## src/rtl/dpt_pkg.sv

```systemverilog
package dpt_pkg;
  typedef enum logic [1:0] {
    ST_IDLE  = 2'd0,
    ST_DELAY = 2'd1,
    ST_RUN   = 2'd2
  } dpt_state_e;
endpackage

```

## src/rtl/dpt_down_cnt.sv

```systemverilog
module dpt_down_cnt #(
  parameter int CNT_W = 16
) (
  input  logic             clk_i,
  input  logic             rst_ni,
  input  logic             load_i,
  input  logic [CNT_W-1:0] val_i,
  input  logic             en_i,
  output logic             last_o
);
  logic [CNT_W-1:0] cnt_q;

  always_ff @(posedge clk_i or negedge rst_ni) begin
    if (!rst_ni)     cnt_q <= '0;
    else if (load_i) cnt_q <= val_i;
    else if (en_i && cnt_q != '0) cnt_q <= cnt_q - CNT_W'(1);
  end

  // value 0 and 1 both end the interval on this edge
  assign last_o = (cnt_q <= CNT_W'(1));
endmodule

```

## src/rtl/dpt_seq_cnt.sv

```systemverilog
module dpt_seq_cnt #(
  parameter int PULSES = 32,
  parameter int GROUPS = 11
) (
  input  logic clk_i,
  input  logic rst_ni,
  input  logic clr_i,
  input  logic step_i,
  output logic next_last_o,
  output logic final_o
);
  localparam int PW = (PULSES > 1) ? $clog2(PULSES) : 1;
  localparam int GW = (GROUPS > 1) ? $clog2(GROUPS) : 1;

  logic [PW-1:0] pulse_q;
  logic [GW-1:0] group_q;
  logic          pulse_last;
  logic          group_last;

  assign pulse_last  = (pulse_q == PW'(PULSES - 1));
  assign next_last_o = (pulse_q == PW'(PULSES - 2));

  generate
    if (GROUPS > 1) begin : g_multi
      assign group_last = (group_q == GW'(GROUPS - 1));
    end else begin : g_single
      assign group_last = (group_q == '0);
    end
  endgenerate

  assign final_o = pulse_last && group_last;

  always_ff @(posedge clk_i or negedge rst_ni) begin
    if (!rst_ni) begin
      pulse_q <= '0;
      group_q <= '0;
    end else if (clr_i) begin
      pulse_q <= '0;
      group_q <= '0;
    end else if (step_i) begin
      if (pulse_last) begin
        pulse_q <= '0;
        group_q <= group_last ? '0 : group_q + GW'(1);
      end else begin
        pulse_q <= pulse_q + PW'(1);
      end
    end
  end
endmodule

```

## src/rtl/dithered_pulse_gen.sv

```systemverilog
module dithered_pulse_gen
  import dpt_pkg::*;
#(
  parameter int DLY_W  = 16,
  parameter int WID_W  = 12,
  parameter int PULSES = 32,
  parameter int GROUPS = 11
) (
  input  logic             clk_i,
  input  logic             rst_ni,
  input  logic             start_i,
  input  logic [DLY_W-1:0] delay_i,
  input  logic [WID_W-1:0] width_i,
  output logic             pulse_o,
  output logic             busy_o,
  output logic             done_o
);
  localparam int CNT_W = (DLY_W > WID_W + 1) ? DLY_W : WID_W + 1;

  dpt_state_e       state_q;
  logic             pulse_q;
  logic             done_q;
  logic [WID_W-1:0] width_q;

  logic             cnt_last;
  logic             cnt_load;
  logic [CNT_W-1:0] cnt_val;
  logic             seq_clr;
  logic             seq_step;
  logic             seq_next_last;
  logic             seq_final;
  logic             accept;

  assign accept   = (state_q == ST_IDLE) && start_i;
  assign seq_clr  = (state_q == ST_DELAY) && cnt_last;
  assign seq_step = (state_q == ST_RUN) && cnt_last;
  assign cnt_load = accept || seq_clr || (seq_step && !seq_final);

  // next interval length: delay, base width, or stretched width
  always_comb begin
    if (state_q == ST_IDLE)
      cnt_val = CNT_W'(delay_i);
    else if (seq_step && seq_next_last)
      cnt_val = CNT_W'(width_q) + CNT_W'(1);
    else
      cnt_val = CNT_W'(width_q);
  end

  dpt_down_cnt #(.CNT_W(CNT_W)) i_width_cnt (
    .clk_i  (clk_i),
    .rst_ni (rst_ni),
    .load_i (cnt_load),
    .val_i  (cnt_val),
    .en_i   (state_q != ST_IDLE),
    .last_o (cnt_last)
  );

  dpt_seq_cnt #(.PULSES(PULSES), .GROUPS(GROUPS)) i_seq_cnt (
    .clk_i       (clk_i),
    .rst_ni      (rst_ni),
    .clr_i       (seq_clr),
    .step_i      (seq_step),
    .next_last_o (seq_next_last),
    .final_o     (seq_final)
  );

  always_ff @(posedge clk_i or negedge rst_ni) begin
    if (!rst_ni) begin
      state_q <= ST_IDLE;
      pulse_q <= 1'b0;
      done_q  <= 1'b0;
      width_q <= WID_W'(2);
    end else begin
      done_q <= 1'b0;
      unique case (state_q)
        ST_IDLE: begin
          if (start_i) begin
            state_q <= ST_DELAY;
            width_q <= (width_i < WID_W'(2)) ? WID_W'(2) : width_i;
          end
        end
        ST_DELAY: begin
          if (cnt_last) begin
            state_q <= ST_RUN;
            pulse_q <= 1'b1;
          end
        end
        ST_RUN: begin
          if (cnt_last) begin
            if (seq_final) begin
              state_q <= ST_IDLE;
              pulse_q <= 1'b0;
              done_q  <= 1'b1;
            end else begin
              pulse_q <= ~pulse_q;
            end
          end
        end
        default: state_q <= ST_IDLE;
      endcase
    end
  end

  assign pulse_o = pulse_q;
  assign busy_o  = (state_q != ST_IDLE);
  assign done_o  = done_q;
endmodule

```

## config.mk

```make
export PLATFORM = sky130hd
export DESIGN_NAME = dithered_pulse_gen
export DESIGN_NICKNAME = d
export VERILOG_FILES = /design/src/rtl/dpt_pkg.sv /design/src/rtl/dpt_down_cnt.sv /design/src/rtl/dpt_seq_cnt.sv /design/src/rtl/dithered_pulse_gen.sv
export SDC_FILE = /design/constraint.sdc
export NUM_CORES = 1
export LEC_CHECK = 0
export BUFFER_PORTS_ARGS = -buffer_cell sky130_fd_sc_hd__buf_4
export CAP_MARGIN = 20
export CORE_UTILIZATION = 55
export CTS_CLUSTER_SIZE = 8
export DETAILED_ROUTE_END_ITERATION = 8
export PLACE_DENSITY = 0.75
export SETUP_SLACK_MARGIN = 0.02
export SLEW_MARGIN = 20
export SYNTH_ARGS = -nofsm -noshare
export SYNTH_HDL_FRONTEND = slang
export SYNTH_SLANG_ARGS = --single-unit
export TNS_END_PERCENT = 1
```

## constraint.sdc

```tcl
create_clock -name clk_i -period 2.8 [get_ports clk_i]
set_input_delay 0.56 -clock clk_i [delete_from_list [all_inputs] [get_ports clk_i]]
set_output_delay 0.56 -clock clk_i [all_outputs]
set_load 0.01 [all_outputs]
```

==> results of run 1 <==
==> registers in the layout (all words and copies together) (netlist names) <==
signal and count:
i_width_cnt.cnt_q 16, pulse_o 1, done_o 1, i_seq_cnt.group_q 4, i_seq_cnt.pulse_q 5, state_q 2
width_q 12
==> cell type report <==
class,instances,share of cell area (%)
Sequential cell,41,30.6
Multi-Input combinational cell,249,52.6
Clock buffer,5,2.05
Tap cell,70,2.61
Inverter,12,1.34
Timing Repair Buffer,44,9.83
Clock inverter,2,1.04
==> routing by layer <==
layer	global-route usage [%]	wire, µm	up-vias
li1	-	-	1289
met1	39.7	3440	1328
met2	44.2	3360	69
met3	4.69	279	11
met4	9.01	113	0
met5	0	0	-
==> critical path, stage by stage, from the launching register on <==
cell	delay (ns)
dfrtp_1	0.42
ha_1	0.24
and3_1	0.19
ha_1	0.25
nand3_1	0.18
a41o_1	0.21
or2_1	0.44
mux2_2	0.39
==> stage by stage <==
| stage | area [µm²] | instances | power [mW] | util, % | setup slack, ns |
|---|---|---|---|---|---|
| 6_report | 3360 | 423 | 1.69 | 65.8 | 0.387 |
| 5_1_grt | 3360 | 423 | 1.78 | 65.8 | 0.229 |
| 4_1_cts | 3360 | 423 | 1.70 | 65.8 | 0.392 |
| 3_5_place_dp | 3260 | 416 | 1.23 | 63.7 | 0.398 |
| 3_3_place_gp | 3260 | 416 | 1.21 | 63.7 | 0.450 |
| 2_1_floorplan | 2920 | 319 | 1.10 | - | 0.810 |
==> cell usage in the layout (no fill, tap or decap), types with 4 or more instances in the layout <==
cell type  count
buf_4         44
dfrtp_1       40
nand2_1       26
nor4_1        14
nor3_1        13
xnor2_1       13
inv_1         12
nor2_1        12
a21oi_1       12
o22ai_1       12
o21ai_0       12
nand3_1       11
mux2_2        10
ha_1           9
nand4_1        8
mux2i_1        8
a211oi_1       6
clkbuf_8       5
nand2b_1       4
nor2b_1        4
nand3b_1       4
o2bb2ai_1      4
==> worst min path at each step <==
stage / start / to / slack (ns) / depth (start not counted)
2_1_floorplan: rst_ni / done_o / 0.26 / 0
3_3_place_gp: i_seq_cnt.group_q[1] / i_seq_cnt.group_q[1] / 0.53 / 1
4_1_cts: rst_ni / i_seq_cnt.group_q[0] / 0.26 / 1
6_report: rst_ni / i_seq_cnt.group_q[0] / 0.24 / 1
5_1_grt: rst_ni / i_seq_cnt.group_q[3] / 0.28 / 1
3_5_place_dp: i_seq_cnt.group_q[1] / i_seq_cnt.group_q[1] / 0.53 / 1
==> where the power goes <==
group	internal, mW	switching (mW)
Sequential	0.689	0.124
Clock	0.259	0.203
Combinational	0.208	0.208
Total	1.16	0.536
==> logic make-up (layout without fill, tap and decap cells) <==
family,after synthesis,count (layout),synth area share [%]
buf+inv,29,63,4.29
fa+ha+maj,9,9,3.86
mux,18,18,6.60
xor+xnor,15,15,4.50
compound gates,81,81,19.9
flops,41,41,35.2
simple gates,126,126,25.7
==> summary.md, run 1 <==
| Metric | Value |
|---|---|
| Mapped Nets | 359 |
| Post-synth top area cell | dfrtp_1 |
| PwrDens | 504 nW/µm² |
| Clk_lat worst skew | 0.30 ns |
| Critical Path End | i_width_cnt.cnt_q[4] |
| Worst Setup End Kind | flop |
| # clock sinks | 41 |
| Crit-path max FO | 12 |
| Final Hold Vio Count | 0 |
| EDFF count, synth | 0 |
| Post-DR vias/cell | 6.38 |
| Flop2flop setup slack | 0.39 ns |
| Fin crit period | 2.41 ns |
| Slew margin rel. | 60.0% |
| DP Wirelength | 5230 µm |
| Vias | 2,697 |
| Outcome | finished clean |
| Arrival @ worst endpoint | 2.60 ns |
| Worst EP required | 2.99 ns |
| Global-route wire length before repair | 11,900 µm |
| Vias in the first global route | 2,535 |
| Clock Tree Root | clkbuf_8 |
| Total GRT Usage | 28.1% |
| Top cells by area, synth | dfrtp_1, xnor2_1, ha_1, mux2_2, nand2_1 |
| Cts bufs inserted | 5 |
| Drt total wl | 7190 µm |
| Sequential share of the synthesized area | 35.2% |
| Gpl congestion | 0.885 |
| I/O pins | 34 |
| Hold slack | 0.240 ns |
| Hold crit path type | primary input to asynchronous set/reset pin |
| Reg2Reg Depth | 7 |
| Initial DRT Pass Iterations | 4 |
| Clk_skew | 0.00925 ns |
| CTS tree | done |
| Reg2Reg Launch Point | i_seq_cnt.pulse_q[0] |
| Die ar. | 5600 µm² |
| Start point of the critical path | i_seq_cnt.pulse_q[0] |
| Top cells by count, synth | dfrtp_1, nand2_1, nor4_1 |
| Max Freq | 0.414 GHz |
| Netlist Area Pre-Place | 2920 µm² |
| Diode count | 0 |
| Ys Warns | 0 |
| Max cap viols | 0 |
| Initial antenna violation count | 0 |
| Most common cell in the synthesized netlist | dfrtp_1 |
| Crit path kind | flop to flop |
| R2r endpoint | i_width_cnt.cnt_q[4] |
| Die H | 74.8 µm |
| Wire length per cell | 17.0 µm |
| Share of cells above drive strength 1 | 22.1% |
| Layout Nets | 393 |
| Share of the synthesized area in the top cell type | 34.3% |
| Leakage | 1.33 nW |
| Starting DRC count in detailed routing | 118 |
| Avg Synthesized Cell Area | 9.15 µm² |
| Starting Density | 57.1% |
| Port Buffers | 33 |
| Post-DRT Antenna Nets | 0 |
| Startpoint Class | flop |
| Row count | 26 |
| Fin crit share | 86.2% |
| Worst-margin pin slew | 0.595 ns |
| Top_reg_cell synth | dfrtp_1 |
| Pins over their slew limit | 0 |
| Asr flop ratio synth | 100% |
| H-tree level count | 2 |
| Syn-to-layout area delta | 15.1% |
| CTS Hold Buffers Added | 0 |
| Sequential Area | 1030 µm² |
| Die Span X | 74.8 µm |
| Post-Synthesis Cells | 319 |
| Area of the multi-input gates | 1770 µm² |
| Largest net degree at the start of global routing | 42 |
| Netlist cell types | 65 |
| Filler cells | 459 |
| Setup Buffers After CTS | 0 |
| Final global-route overflow total | 0 |
| Reg clk slew, reported paths | 0.08 ns |
| Post-route setup TNS | 0 ns |
| Peak supply drop | 0.000291 V |
| RSZ-0062 raised after global routing | no |
| CORE AREA | 5110 µm² |
| CTS Buffer Depth | 2 |
| Residual DRC count | 0 |
| FF+latch count, synth | 41 |
| Cts repair resizes | 0 |
| Final setup fails | 0 |
No activity file was read; power rests on OpenSTA's default activity.
==> inputs of run 2 (changes only) <==
Settings changed: PLACE_DENSITY 0.75 to not set, PLACE_DENSITY_LB_ADDON set to 0.05.
==> run 2 against run 1 <==
Against the previous run:
- clock skew is 0.0026 ns higher
- sequential cell count did not move
- critical path depth stayed put
- sequential power barely moved
- hold slack got worse by 0.018 ns
- die area stayed put
- worst setup slack got worse by 0.047 ns
- cell count rose by 0.24%
- global-route usage is essentially flat
- first-iteration DRC count up 120%
- critical endpoint unchanged
- largest cell class unchanged
- largest power group unchanged
==> summary.md, run 2 (same netlist as run 1, synthesis figures left out) <==
| Metric | Value |
|---|---|
| Arrival @ worst endpoint | 2.65 ns (+0.05 ns) |
| Largest reg by FF count | i_width_cnt.cnt_q |
| RSZ-0062 raised after global routing | no |
| Residual DRC count | 0 (unchanged) |
| Diode count | 0 (unchanged) |
| Vias in the first global route | 2,359 (-6.9%) |
| Fin util | 65.4% (-0.42 points) |
| Max Freq | 0.407 GHz (-1.9%) |
| Worst Setup End Kind | flop |
| Total GRT Usage | 28.1% (-0.040 points) |
| Outcome | finished clean |
| Post-route setup TNS | 0 ns (unchanged) |
| Design area | 3340 µm² (-0.63%) |
| Post-DR vias/cell | 6.19 (-2.9%) |
| Final WS setup | 0.341 ns (-0.0465 ns) |
| Final global-route overflow total | 0 (unchanged) |
| Setup Buffers After CTS | 0 (unchanged) |
| Gpl congestion | 0.861 (-2.8%) |
| Most frequent cells in the layout | buf_4, dfrtp_1, nand2_1 |
| Syn-to-layout area delta | 14.4% |
| Crit path kind | flop to flop |
| Leakage | 1.32 nW (-0.78%) |
| Die H | 74.8 µm (unchanged) |
| Placed Area | 3260 µm² (unchanged) |
| H-tree level count | 2 (unchanged) |
| Layout Nets | 393 (unchanged) |
| WL met3 | 387 µm (+39%) |
| DP Wirelength | 5250 µm (+0.38%) |
| Wire length per cell | 17.0 µm (+0.22%) |
| Biggest regs | i_width_cnt.cnt_q (16), width_q (12), i_seq_cnt.pulse_q (5) |
| Pins over their slew limit | 0 (unchanged) |
| Max cap viols | 0 (unchanged) |
| Worst EP required | 2.99 ns (about the same) |
| Final Hold Vio Count | 0 (unchanged) |
| CTS Buffer Depth | 2 (unchanged) |
| Startpoint Class | flop |
| # clock sinks | 41 (unchanged) |
| Post-DRT Antenna Nets | 0 (unchanged) |
| Global-route wire length before repair | 11,600 µm (-2.8%) |
| Max reg flops | 16 (unchanged) |
| Hold crit path type | primary input to asynchronous set/reset pin |
| Slew margin rel. | 56.4% (-3.6 points) |
| Row count | 26 (unchanged) |
| I/O pins | 34 (unchanged) |
| Vias | 2,626 (-2.6%) |
| Largest net degree at the start of global routing | 42 (unchanged) |
| CORE AREA | 5110 µm² (unchanged) |
| Worst-margin pin slew | 0.638 ns (+0.0426 ns) |
| Fin crit share | 87.8% (+1.7 points) |
| Die Span X | 74.8 µm (unchanged) |
| Commonest non-fill, non-tap cell in the layout | buf_4 |
| Die ar. | 5600 µm² (unchanged) |
| Clock Tree Root | clkbuf_8 |
| Starting DRC count in detailed routing | 262 (+120%) |
| Cts bufs inserted | 5 (unchanged) |
| Drt total wl | 7230 µm (+0.46%) |
| Starting Density | 57.1% (unchanged) |
| Crit-path max FO | 12 (unchanged) |
| Fin crit period | 2.46 ns (+0.0465 ns) |
| Initial antenna violation count | 0 (unchanged) |
| PwrDens | 484 nW/µm² (-3.9%) |
| Peak supply drop | 0.000241 V (-17%) |
| Reg clk slew, reported paths | 0.08 ns (about the same) |
| Pre-CTS setup slack | 0.369 ns (-0.0297 ns) |
| Wire length on met2 | 3280 µm (-2.6%) |
| CTS tree | done |
| Reg2Reg Depth | 7 (unchanged) |
| Clk_skew | 0.0119 ns (+0.00260 ns) |
| Cts repair resizes | 0 (unchanged) |
| CTS Hold Buffers Added | 0 (unchanged) |
| Metal-1 WL | 3430 µm (-0.17%) |
| Initial DRT Pass Iterations | 4 (unchanged) |
| Port Buffers | 33 (unchanged) |
| Share of cells above drive strength 1 | 22.0% (-0.062 points) |
| Clk_lat worst skew | 0.31 ns (about the same) |
| Final setup fails | 0 (unchanged) |
| DR top layer | met4 |
==> run 2: worst paths after layout <==
check                      slack, ns                  from              endpoint
setup / recovery                0.34  i_seq_cnt.pulse_q[0]  i_width_cnt.cnt_q[4]
hold / removal                  0.22                rst_ni  i_seq_cnt.group_q[1]
setup reg to reg                0.34  i_seq_cnt.pulse_q[0]  i_width_cnt.cnt_q[4]
hold reg to reg                 0.57  i_seq_cnt.group_q[1]  i_seq_cnt.group_q[1]
max in group asynchronous       2.20                rst_ni  i_width_cnt.cnt_q[7]
min in group clk_i              0.46            width_i[6]            width_q[6]
==> run 2: report_power, final <==
| part | switching [mW] | total, mW | internal (mW) |
|---|---|---|---|
| logic | 0.212 | 0.419 | 0.207 |
| clock network | 0.212 | 0.385 | 0.173 |
| registers | 0.124 | 0.813 | 0.689 |
| total | 0.548 | 1.62 | 1.07 |
==> run 2: through the flow <==
step                power (mW)  hold slack (ns)  cells
finish                    1.62            0.222    424
global route              1.71            0.268    424
CTS                       1.62            0.250    424
detailed placement        1.24            0.545    416
global placement          1.22            0.529    416
floorplan                 1.10            0.264    319
==> run 2: layer usage <==
| metal | vias to the layer above | track usage, % |
|---|---|---|
| li1 | 1293 | - |
| met2 | 73 | 41.3 |
| met1 | 1247 | 40.8 |
| met3 | 13 | 4.95 |
| met5 | - | 0 |
| met4 | 0 | 11.3 |
==> run 2: cell type report <==
cell class | count | area, µm²
repair buffers | 44 | 330
inverters | 12 | 45.0
clock inverters | 2 | 10.0
multi-input cells | 249 | 1770
flip-flops and latches | 41 | 1030
clock buffers | 6 | 72.6
fillers | 473 | 1770
well taps | 70 | 87.6
==> run 2: worst max-delay path: stages, from the launching register on <==
cell and delay (ns):
dfrtp_1 0.42, ha_1 0.24, and3_1 0.19, ha_1 0.25, nand3_1 0.18, a41o_1 0.22, or2_1 0.46, mux2_2 0.39
